[config.mk]
export PLATFORM = sky130hd
export DESIGN_NAME = carrier_gen
export DESIGN_NICKNAME = d
export VERILOG_FILES = /design/src/rtl/carrier_pkg.sv /design/src/rtl/carrier_mode_dec.sv /design/src/rtl/carrier_gate.sv /design/src/rtl/carrier_counter.sv /design/src/rtl/carrier_gen.sv
export SDC_FILE = /design/constraint.sdc
export NUM_CORES = 1
export LEC_CHECK = 0
export CORE_MARGIN = 2
export CORE_UTILIZATION = 50
export DETAILED_ROUTE_END_ITERATION = 12
export PLACE_DENSITY = 0.77
export SYNTH_ARGS = -nofsm -noshare
export SYNTH_HDL_FRONTEND = slang
export SYNTH_HIERARCHICAL = 1
export SYNTH_SLANG_ARGS = --single-unit
[constraint.sdc]
create_clock -name clk -period 2.3 [get_ports clk]
set_clock_uncertainty 0.1 [all_clocks]
set_input_delay 0.345 -clock clk [delete_from_list [all_inputs] [get_ports clk]]
set_output_delay 0.345 -clock clk [all_outputs]
set_load 0.02 [all_outputs]
[src/rtl/carrier_pkg.sv]
package carrier_pkg;
   localparam int unsigned MODE_W = 3;
   localparam logic [MODE_W-1:0] MODE_FREE  = 3'b001;
   localparam logic [MODE_W-1:0] MODE_GATED = 3'b011;

   function automatic logic mode_is_active(input logic [MODE_W-1:0] m);
      return (m == MODE_FREE) || (m == MODE_GATED);
   endfunction
endpackage

[src/rtl/carrier_mode_dec.sv]
module carrier_mode_dec
   import carrier_pkg::*;
(
   input  logic              clk,
   input  logic              rst_n,
   input  logic [MODE_W-1:0] mode_i,
   output logic              free_act_o,
   output logic              gate_act_o,
   output logic              load_o
);
   logic [MODE_W-1:0] mode_q;

   always_ff @(posedge clk or negedge rst_n) begin
      if (!rst_n) mode_q <= '0;
      else        mode_q <= mode_i;
   end

   assign free_act_o = (mode_i == MODE_FREE);
   assign gate_act_o = (mode_i == MODE_GATED);
   // any step into an active code preloads the counter
   assign load_o     = mode_is_active(mode_i) && (mode_i != mode_q);
endmodule

[src/rtl/carrier_gate.sv]
module carrier_gate #(
   parameter bit GATE_EN = 1'b1
) (
   input  logic clk,
   input  logic rst_n,
   input  logic gate_act_i,
   input  logic load_i,
   input  logic ext_uf_i,
   output logic burst_on_o,
   output logic stop_o
);
   generate
      if (GATE_EN) begin : g_gate
         logic burst_q;
         always_ff @(posedge clk or negedge rst_n) begin
            if (!rst_n)                      burst_q <= 1'b0;
            else if (!gate_act_i || load_i)  burst_q <= 1'b0;
            else if (ext_uf_i)               burst_q <= ~burst_q;
         end
         assign burst_on_o = burst_q;
         assign stop_o     = gate_act_i && !load_i && ext_uf_i && burst_q;
      end else begin : g_nogate
         assign burst_on_o = 1'b0;
         assign stop_o     = 1'b0;
      end
   endgenerate
endmodule

[src/rtl/carrier_counter.sv]
module carrier_counter #(
   parameter int unsigned CNT_W = 8
) (
   input  logic             clk,
   input  logic             rst_n,
   input  logic             tick_i,
   input  logic             active_i,
   input  logic             run_i,
   input  logic             hold_i,
   input  logic [CNT_W-1:0] reload_i,
   output logic             out_o
);
   localparam logic [CNT_W-1:0] ONE = CNT_W'(1);

   logic [CNT_W-1:0] cnt_q;
   logic             out_q;

   always_ff @(posedge clk or negedge rst_n) begin
      if (!rst_n) begin
         cnt_q <= '0;
         out_q <= 1'b0;
      end else if (hold_i) begin
         cnt_q <= reload_i;
         out_q <= 1'b0;
      end else if (!active_i) begin
         out_q <= 1'b0;
      end else if (run_i && tick_i) begin
         if (cnt_q == '0) begin
            cnt_q <= reload_i;
            out_q <= ~out_q;
         end else begin
            cnt_q <= cnt_q - ONE;
         end
      end
   end

   assign out_o = out_q;
endmodule

[src/rtl/carrier_gen.sv]
module carrier_gen
   import carrier_pkg::*;
#(
   parameter int unsigned CNT_W   = 8,
   parameter bit          GATE_EN = 1'b1
) (
   input  logic             clk,
   input  logic             rst_n,
   input  logic             tick_i,
   input  logic [2:0]       mode_i,
   input  logic [CNT_W-1:0] reload_i,
   input  logic             ext_uf_i,
   output logic             carrier_o
);
   generate
      if (CNT_W < 2) begin : g_bad_width
         $error("carrier_gen: CNT_W must be at least 2");
      end
      if (MODE_W != 3) begin : g_bad_mode
         $error("carrier_gen: mode field must be 3 bits");
      end
   endgenerate

   logic free_act, gate_act, load;
   logic burst_on, stop;
   logic active, run, hold;

   carrier_mode_dec u_dec (
      .clk        (clk),
      .rst_n      (rst_n),
      .mode_i     (mode_i),
      .free_act_o (free_act),
      .gate_act_o (gate_act),
      .load_o     (load)
   );

   carrier_gate #(.GATE_EN(GATE_EN)) u_gate (
      .clk        (clk),
      .rst_n      (rst_n),
      .gate_act_i (gate_act),
      .load_i     (load),
      .ext_uf_i   (ext_uf_i),
      .burst_on_o (burst_on),
      .stop_o     (stop)
   );

   assign active = free_act || gate_act;
   assign run    = free_act || (gate_act && burst_on);
   assign hold   = load || (gate_act && !burst_on) || stop;

   carrier_counter #(.CNT_W(CNT_W)) u_cnt (
      .clk      (clk),
      .rst_n    (rst_n),
      .tick_i   (tick_i),
      .active_i (active),
      .run_i    (run),
      .hold_i   (hold),
      .reload_i (reload_i),
      .out_o    (carrier_o)
   );
endmodule

## Word-level counts from Yosys, hierarchy flattened

Index checks and enable logic that the tools add are counted.

- Add/subtract/negate cells: 1
- Reduce and logical (&&, ||, !) cells: 21
- Equality and inequality tests: 5
- Mux-type cells: 10
- Bitwise gates (word level): 2

Operators with widths:

| kind | count |
|---|---|
| 8-bit two-way mux | 4 |
| 8-bit zero test | 1 |
| 8-bit by 1-bit subtractor with 8-bit output (second input constant) | 1 |
| 1-bit logical AND | 7 |
| 1-bit two-way mux | 6 |
| 3-bit != test (second input constant) | 2 |
| 2-bit nonzero test | 3 |
| 1-bit logical OR | 5 |
| 2-bit AND reduction | 2 |
| 3-bit by 1-bit == test with 1-bit output (second input constant) | 1 |
| 3-bit by 2-bit == test with 1-bit output (second input constant) | 1 |
| 1-bit zero test | 3 |
| 3-bit != test | 1 |
| 1-bit inverter | 2 |

- Output and inout port bits: 1
- Bits of input ports: 15
- Logic and storage cells: 43
- Bits in registers: 13

## Longest topological paths before layout

Gate-level depths: netlist of run 1.

- Depth in word-level cells: 10
- Mapped depth: 8

## Modules after synthesis

The synthesis of run 1 kept the hierarchy.

By module, submodules not included:

| module | instances | seq. area each (µm²) | cells an instance | area each (µm²) |
|---|---|---|---|---|
| carrier_counter | 1 | 225.2 | 72 | 656.9 |
| carrier_mode_dec | 1 | 75.1 | 10 | 111.4 |
| carrier_gate | 1 | 25.0 | 4 | 56.3 |
| carrier_gen | 1 | 0.0 | 5 | 27.5 |

## Worst setup path after synthesis of run 1

No wires, ideal clock.

- Path type: input to register
- From: in mode_i[2]
- To: reg u_cnt.cnt_q[5]
- Cell stages on the path: 8
- Data required time: 2.089 ns
- Setup slack: 0.319 ns
- Library setup time: 0.111 ns
- Arrival time: 1.769 ns
- Cell sequence: nand2b_1 a31oi_1 and4b_1 nor2_1 o21ai_1 a31oi_2 nor2_1 a2111oi_2

- Cells in the longest elaborated chain, start to end: 10
- Elaborated cells between the ends (all ways): 19

Ends and longest elaborated chain:

| item | RTL line | source |
|---|---|---|
| from (decl) | carrier_gen.sv:10 | `input logic [2:0] mode_i,` |
| 3-bit by 1-bit == test with 1-bit output or 3-bit by 2-bit == test with 1-bit output (tied branches) | carrier_pkg.sv:7 | `return (m == MODE_FREE) \|\| (m == MODE_GATED);` |
| 1-bit logical OR | carrier_pkg.sv:7 |  |
| 1-bit logical AND (*) | carrier_mode_dec.sv:21 | `assign load_o = mode_is_active(mode_i) && (mode_i != mode_q);` |
| net load | carrier_gen.sv:24 | `logic free_act, gate_act, load;` |
| 1-bit zero test (*) | carrier_gate.sv:21 | `assign stop_o = gate_act_i && !load_i && ext_uf_i && burst_q;` |
| 1-bit logical AND (*) (3 in a row) | carrier_gate.sv:21 |  |
| net stop | carrier_gen.sv:25 | `logic burst_on, stop;` |
| 1-bit logical OR (*) | carrier_gen.sv:49 | `assign hold = load \|\| (gate_act && !burst_on) \|\| stop;` |
| net hold | carrier_gen.sv:26 | `logic active, run, hold;` |
| 2-bit nonzero test (no line) | n/a |  |
| 2-bit AND reduction (no line) | n/a |  |
| to (signal assigned) | carrier_counter.sv:23 | `cnt_q <= reload_i;` |
| to (signal assigned) | carrier_counter.sv:29 | `cnt_q <= reload_i;` |
| to (signal assigned) | carrier_counter.sv:32 | `cnt_q <= cnt_q - ONE;` |
| to (decl) | carrier_counter.sv:15 | `logic [CNT_W-1:0] cnt_q;` |

The timed path passes the listed nets; every way through them passes the cells marked *.
A chain may end at the register's enable or synchronous reset.

## Worst setup path after layout of run 1

- From: reg u_cnt.cnt_q[0]
- To: reg u_cnt.cnt_q[3]

- Cells in the longest elaborated chain, start to end: 5
- Elaborated cells between the ends (all ways): 6

Ends and longest elaborated chain:

| item | RTL line | source |
|---|---|---|
| 8-bit by 1-bit subtractor with 8-bit output or 8-bit zero test (tied branches) | carrier_counter.sv:32, carrier_counter.sv:28 |  |
| 8-bit two-way mux (*) | carrier_counter.sv:28 | `if (cnt_q == '0) begin` |
| 8-bit two-way mux (*) | carrier_counter.sv:27 | `end else if (run_i && tick_i) begin` |
| 8-bit two-way mux (*) | carrier_counter.sv:25 | `end else if (!active_i) begin` |
| 8-bit two-way mux (*) | carrier_counter.sv:22 | `end else if (hold_i) begin` |

Mark *: on every way between the ends. The rest lies on a longest branch, timed or not. The select of a mux whose other input is x is not followed.

==> out/results.txt, run 1 <==
Adder-Cell Fraction of Synth Area: 2.94%
Initial DRC Count: 20
# IOs: 16
Overall Power: 0.000640 W
initial antenna violation count: 0
ANT nets after route: 0
Hold WC Path Type: input port to flip-flop
first-pass GRT wire length: 3330 um
slowest cell delay on critical path: 0.47 ns
setup total negative slack: 0 ns
Die H: 45.3 um
post-synthesis register bit count: 13
Comb pwr share: 29.7%
final WL: 1950 um
H-tree Lvls: 1
combinational family with the most area after synthesis: simple AND/OR/NAND/NOR gates
Post-synth EDFFs: 0
Tcrit/Tclk final: 89.9%
# hold bufs at CTS: 0
Worst-Margin Slew: 0.590 ns
simple-gate area share of the yosys netlist: 33.9%
compound-cell area share of the yosys netlist: 17.3%
Reg clk slew, reported paths: 0.08 ns
type of the worst setup path: flip-flop to flip-flop
GRT Overall Usage: 22.8%
Max Slew Vio Count: 0
vias in the first global route: 730
Yosys top cell area share: 38.2%
Worst Setup End Kind: flip-flop
sequential fraction of the synthesis area: 38.2%
worst-skew pair later-pin latency: 0.28 ns
FF-to-FF path depth: 6
DR pass1 iterations: 7
final setup violation count: 0
XOR/XNOR Fraction of Synth Area: 3.08%
Sw Share: 33.4%
DP Cell Count: 129
crit-path cells: inv_1 -> ha_1 -> nor3b_1 -> nand2_1 -> a211oi_1 -> o22a_1
WP data arrival: 2.19 ns
die width: 45.3 um
largest area contributor in the netlist: dfrtp_1
Vias/cell: 5.92
Gate Count Post-Synth: 91
Syn-to-layout area delta: 30.0%
ys async rst share: 100%
routed via count: 787
Pint: 0.000426 W
largest net degree at the start of global routing: 14
FP Rows: 14
average wire per standard cell: 14.7 um
routability congestion estimate: 0.879
Yosys cell types: 38
Pwr Density: 578 nW/um2
most numerous cell in the Yosys netlist: nor2_1
die area: 2050 um2
f_max: 484 MHz
Slew headroom: 60.5%
Syn Nets: 108
NetSw: 0.000214 W
Inserted Clock Buffers: 3
Synth Area per Inst: 9.36 um2
Final Hold Viols: 0
Commonest cells post-synth: nor2_1, dfrtp_1, inv_1, a21oi_1, nor3_1
I/O Buffers: 15
dominant register cell in the synthesized netlist: dfrtp_1
Crit Path Max Fanout: 6
DP HPWL: 1430 um
sequential share of power: 47.4%
Final Instance Count excl. Fillers: 133
core area: 1560 um2
Longest Clk Path Bufs: 2
starting density of the core: 54.7%
VDD IR max: 0.000501 V
maxcap violations: 0
TritonCTS clock tree: done
hold path depth: 1
multiplexer share of the synthesized area: 0%
Clock power frac: 22.9%
Mapped Area: 852 um2
clk sinks: 13
ranking of synthesized cells by area: dfrtp_1, nor2_1, o22a_1, a21oi_1, ha_1
DRC Markers: 0
post-layout min period: 2.07 ns
Layout Nets: 135
RSZ-0062 raised after global routing: false
grt total ovfl: 0
Ant. Diodes: 0
required time worst endpoint: 2.42 ns
fraction of layout cells with a size suffix above 1: 20.5%
Leak: 0.479 nW
status: complete, no violations
CP max stage cell: nor3b_1
Yosys warnings: 6
root buffer cell: clkbuf_4
Critical Path Start Type: flip-flop
==> critical path: cells and delay by family, from the launching register on <==
family,cells,cell delay [ns]
DFF,1,0.46
AOI/OAI and AO/OA,2,0.43
buffers and inverters,1,0.14
adders and majority gates,1,0.16
and+or+nand+nor,2,0.71
==> per-stage QoR <==
stage               area (um2)  hold WS, ns  setup slack [ns]  util, %
floorplan                  852      -0.0506             0.319        -
global placement          1070        0.487            -0.124     68.9
detailed placement        1070        0.495            -0.176     68.9
CTS                       1100        0.353             0.113     70.5
global route              1110        0.188            0.0411     71.0
finish                    1110        0.185             0.233     71.0
==> area by class of cell <==
| type | count | area [um2] |
|---|---|---|
| clock buffer | 4 | 26.3 |
| fill | 124 | 452 |
| inverter | 6 | 22.5 |
| multi-input combinational | 70 | 493 |
| sequential | 13 | 325 |
| tap | 16 | 20.0 |
| timing repair buffer | 24 | 220 |
==> power by group through the flow <==
| stage | Sequential (W) | Combinational [W] | Clock (W) |
|---|---|---|---|
| final | 0.000303 | 0.000190 | 0.000147 |
| after global routing | 0.000308 | 0.000210 | 0.000163 |
| after CTS | 0.000301 | 0.000189 | 0.000152 |
| after detailed placement | 0.000305 | 0.000188 | 0 |
| after global placement | 0.000305 | 0.000183 | 0 |
| after floorplan | 0.000296 | 0.000125 | 0 |
==> timing repair <==
action | in CTS | in global routing
setup buffers | 0 | 0
setup endpoints to repair | 0 | 7
resized for setup | 0 | 3
==> metal layers <==
| metal | track usage (%) | wire [um] | vias up |
|---|---|---|---|
| met5 | 0 | 0 | - |
| met4 | 8.82 | 36 | 0 |
| met3 | 3.60 | 95 | 4 |
| met2 | 35.7 | 884 | 28 |
| met1 | 31.4 | 936 | 367 |
| li1 | - | - | 388 |
==> logic make-up (layout without fill, tap and decap cells) <==
logic type      count (synthesis)  count (layout)
simple gates                   45              45
xor+xnor                        3               3
compound gates                 20              20
buf+inv                         8              34
flops                          13              13
fa+ha+maj                       2               2
==> worst paths after layout <==
check / from / slack (ns) / endpoint
worst max-delay path: u_cnt/cnt_q[0] / 0.23 / u_cnt/cnt_q[3]
worst min-delay path: mode_i[1] / 0.18 / u_dec/mode_q[1]
worst max register to register: u_cnt/cnt_q[0] / 0.23 / u_cnt/cnt_q[3]
worst min register to register: u_cnt/out_o / 0.51 / u_cnt/out_o
max in group asynchronous: rst_n / 1.38 / u_cnt/cnt_q[2]
min in group asynchronous: rst_n / 0.33 / u_cnt/out_o
==> flip-flops by register name (all words and copies together) (netlist names) <==
name,flops
u_dec/mode_q,3
u_cnt/cnt_q,8
u_gate/burst_on_o,1
u_cnt/out_o,1
==> cell usage in the layout, fill, tap and decap left out, types with 2 or more instances in the layout <==
cell / count
nor3_1: 5
nand2_1: 2
clkbuf_4: 3
ha_1: 2
inv_1: 6
a21oi_1: 5
buf_4: 9
dfrtp_1: 13
nor3b_1: 3
and4_1: 2
clkdlybuf4s50_1: 14
xnor2_1: 2
o22a_1: 4
and4b_1: 2
nor2_1: 14
nor4_1: 2
a31oi_1: 2
a211oi_1: 3
Note: power is estimated with default switching activity, not from simulation.
==> run 2, diff against run 1 <==
==> constraint.sdc (replaced) <==
create_clock -name clk -period 2.3 [get_ports clk]
set_clock_uncertainty 0.1 [all_clocks]
set_input_delay 0.345 -clock clk [delete_from_list [all_inputs] [get_ports clk]]
set_output_delay 0.345 -clock clk [all_outputs]
set_load 0.01 [all_outputs]
==> results of run 2 <==
The final DEF is identical to that of run 1. Status: complete, no violations.
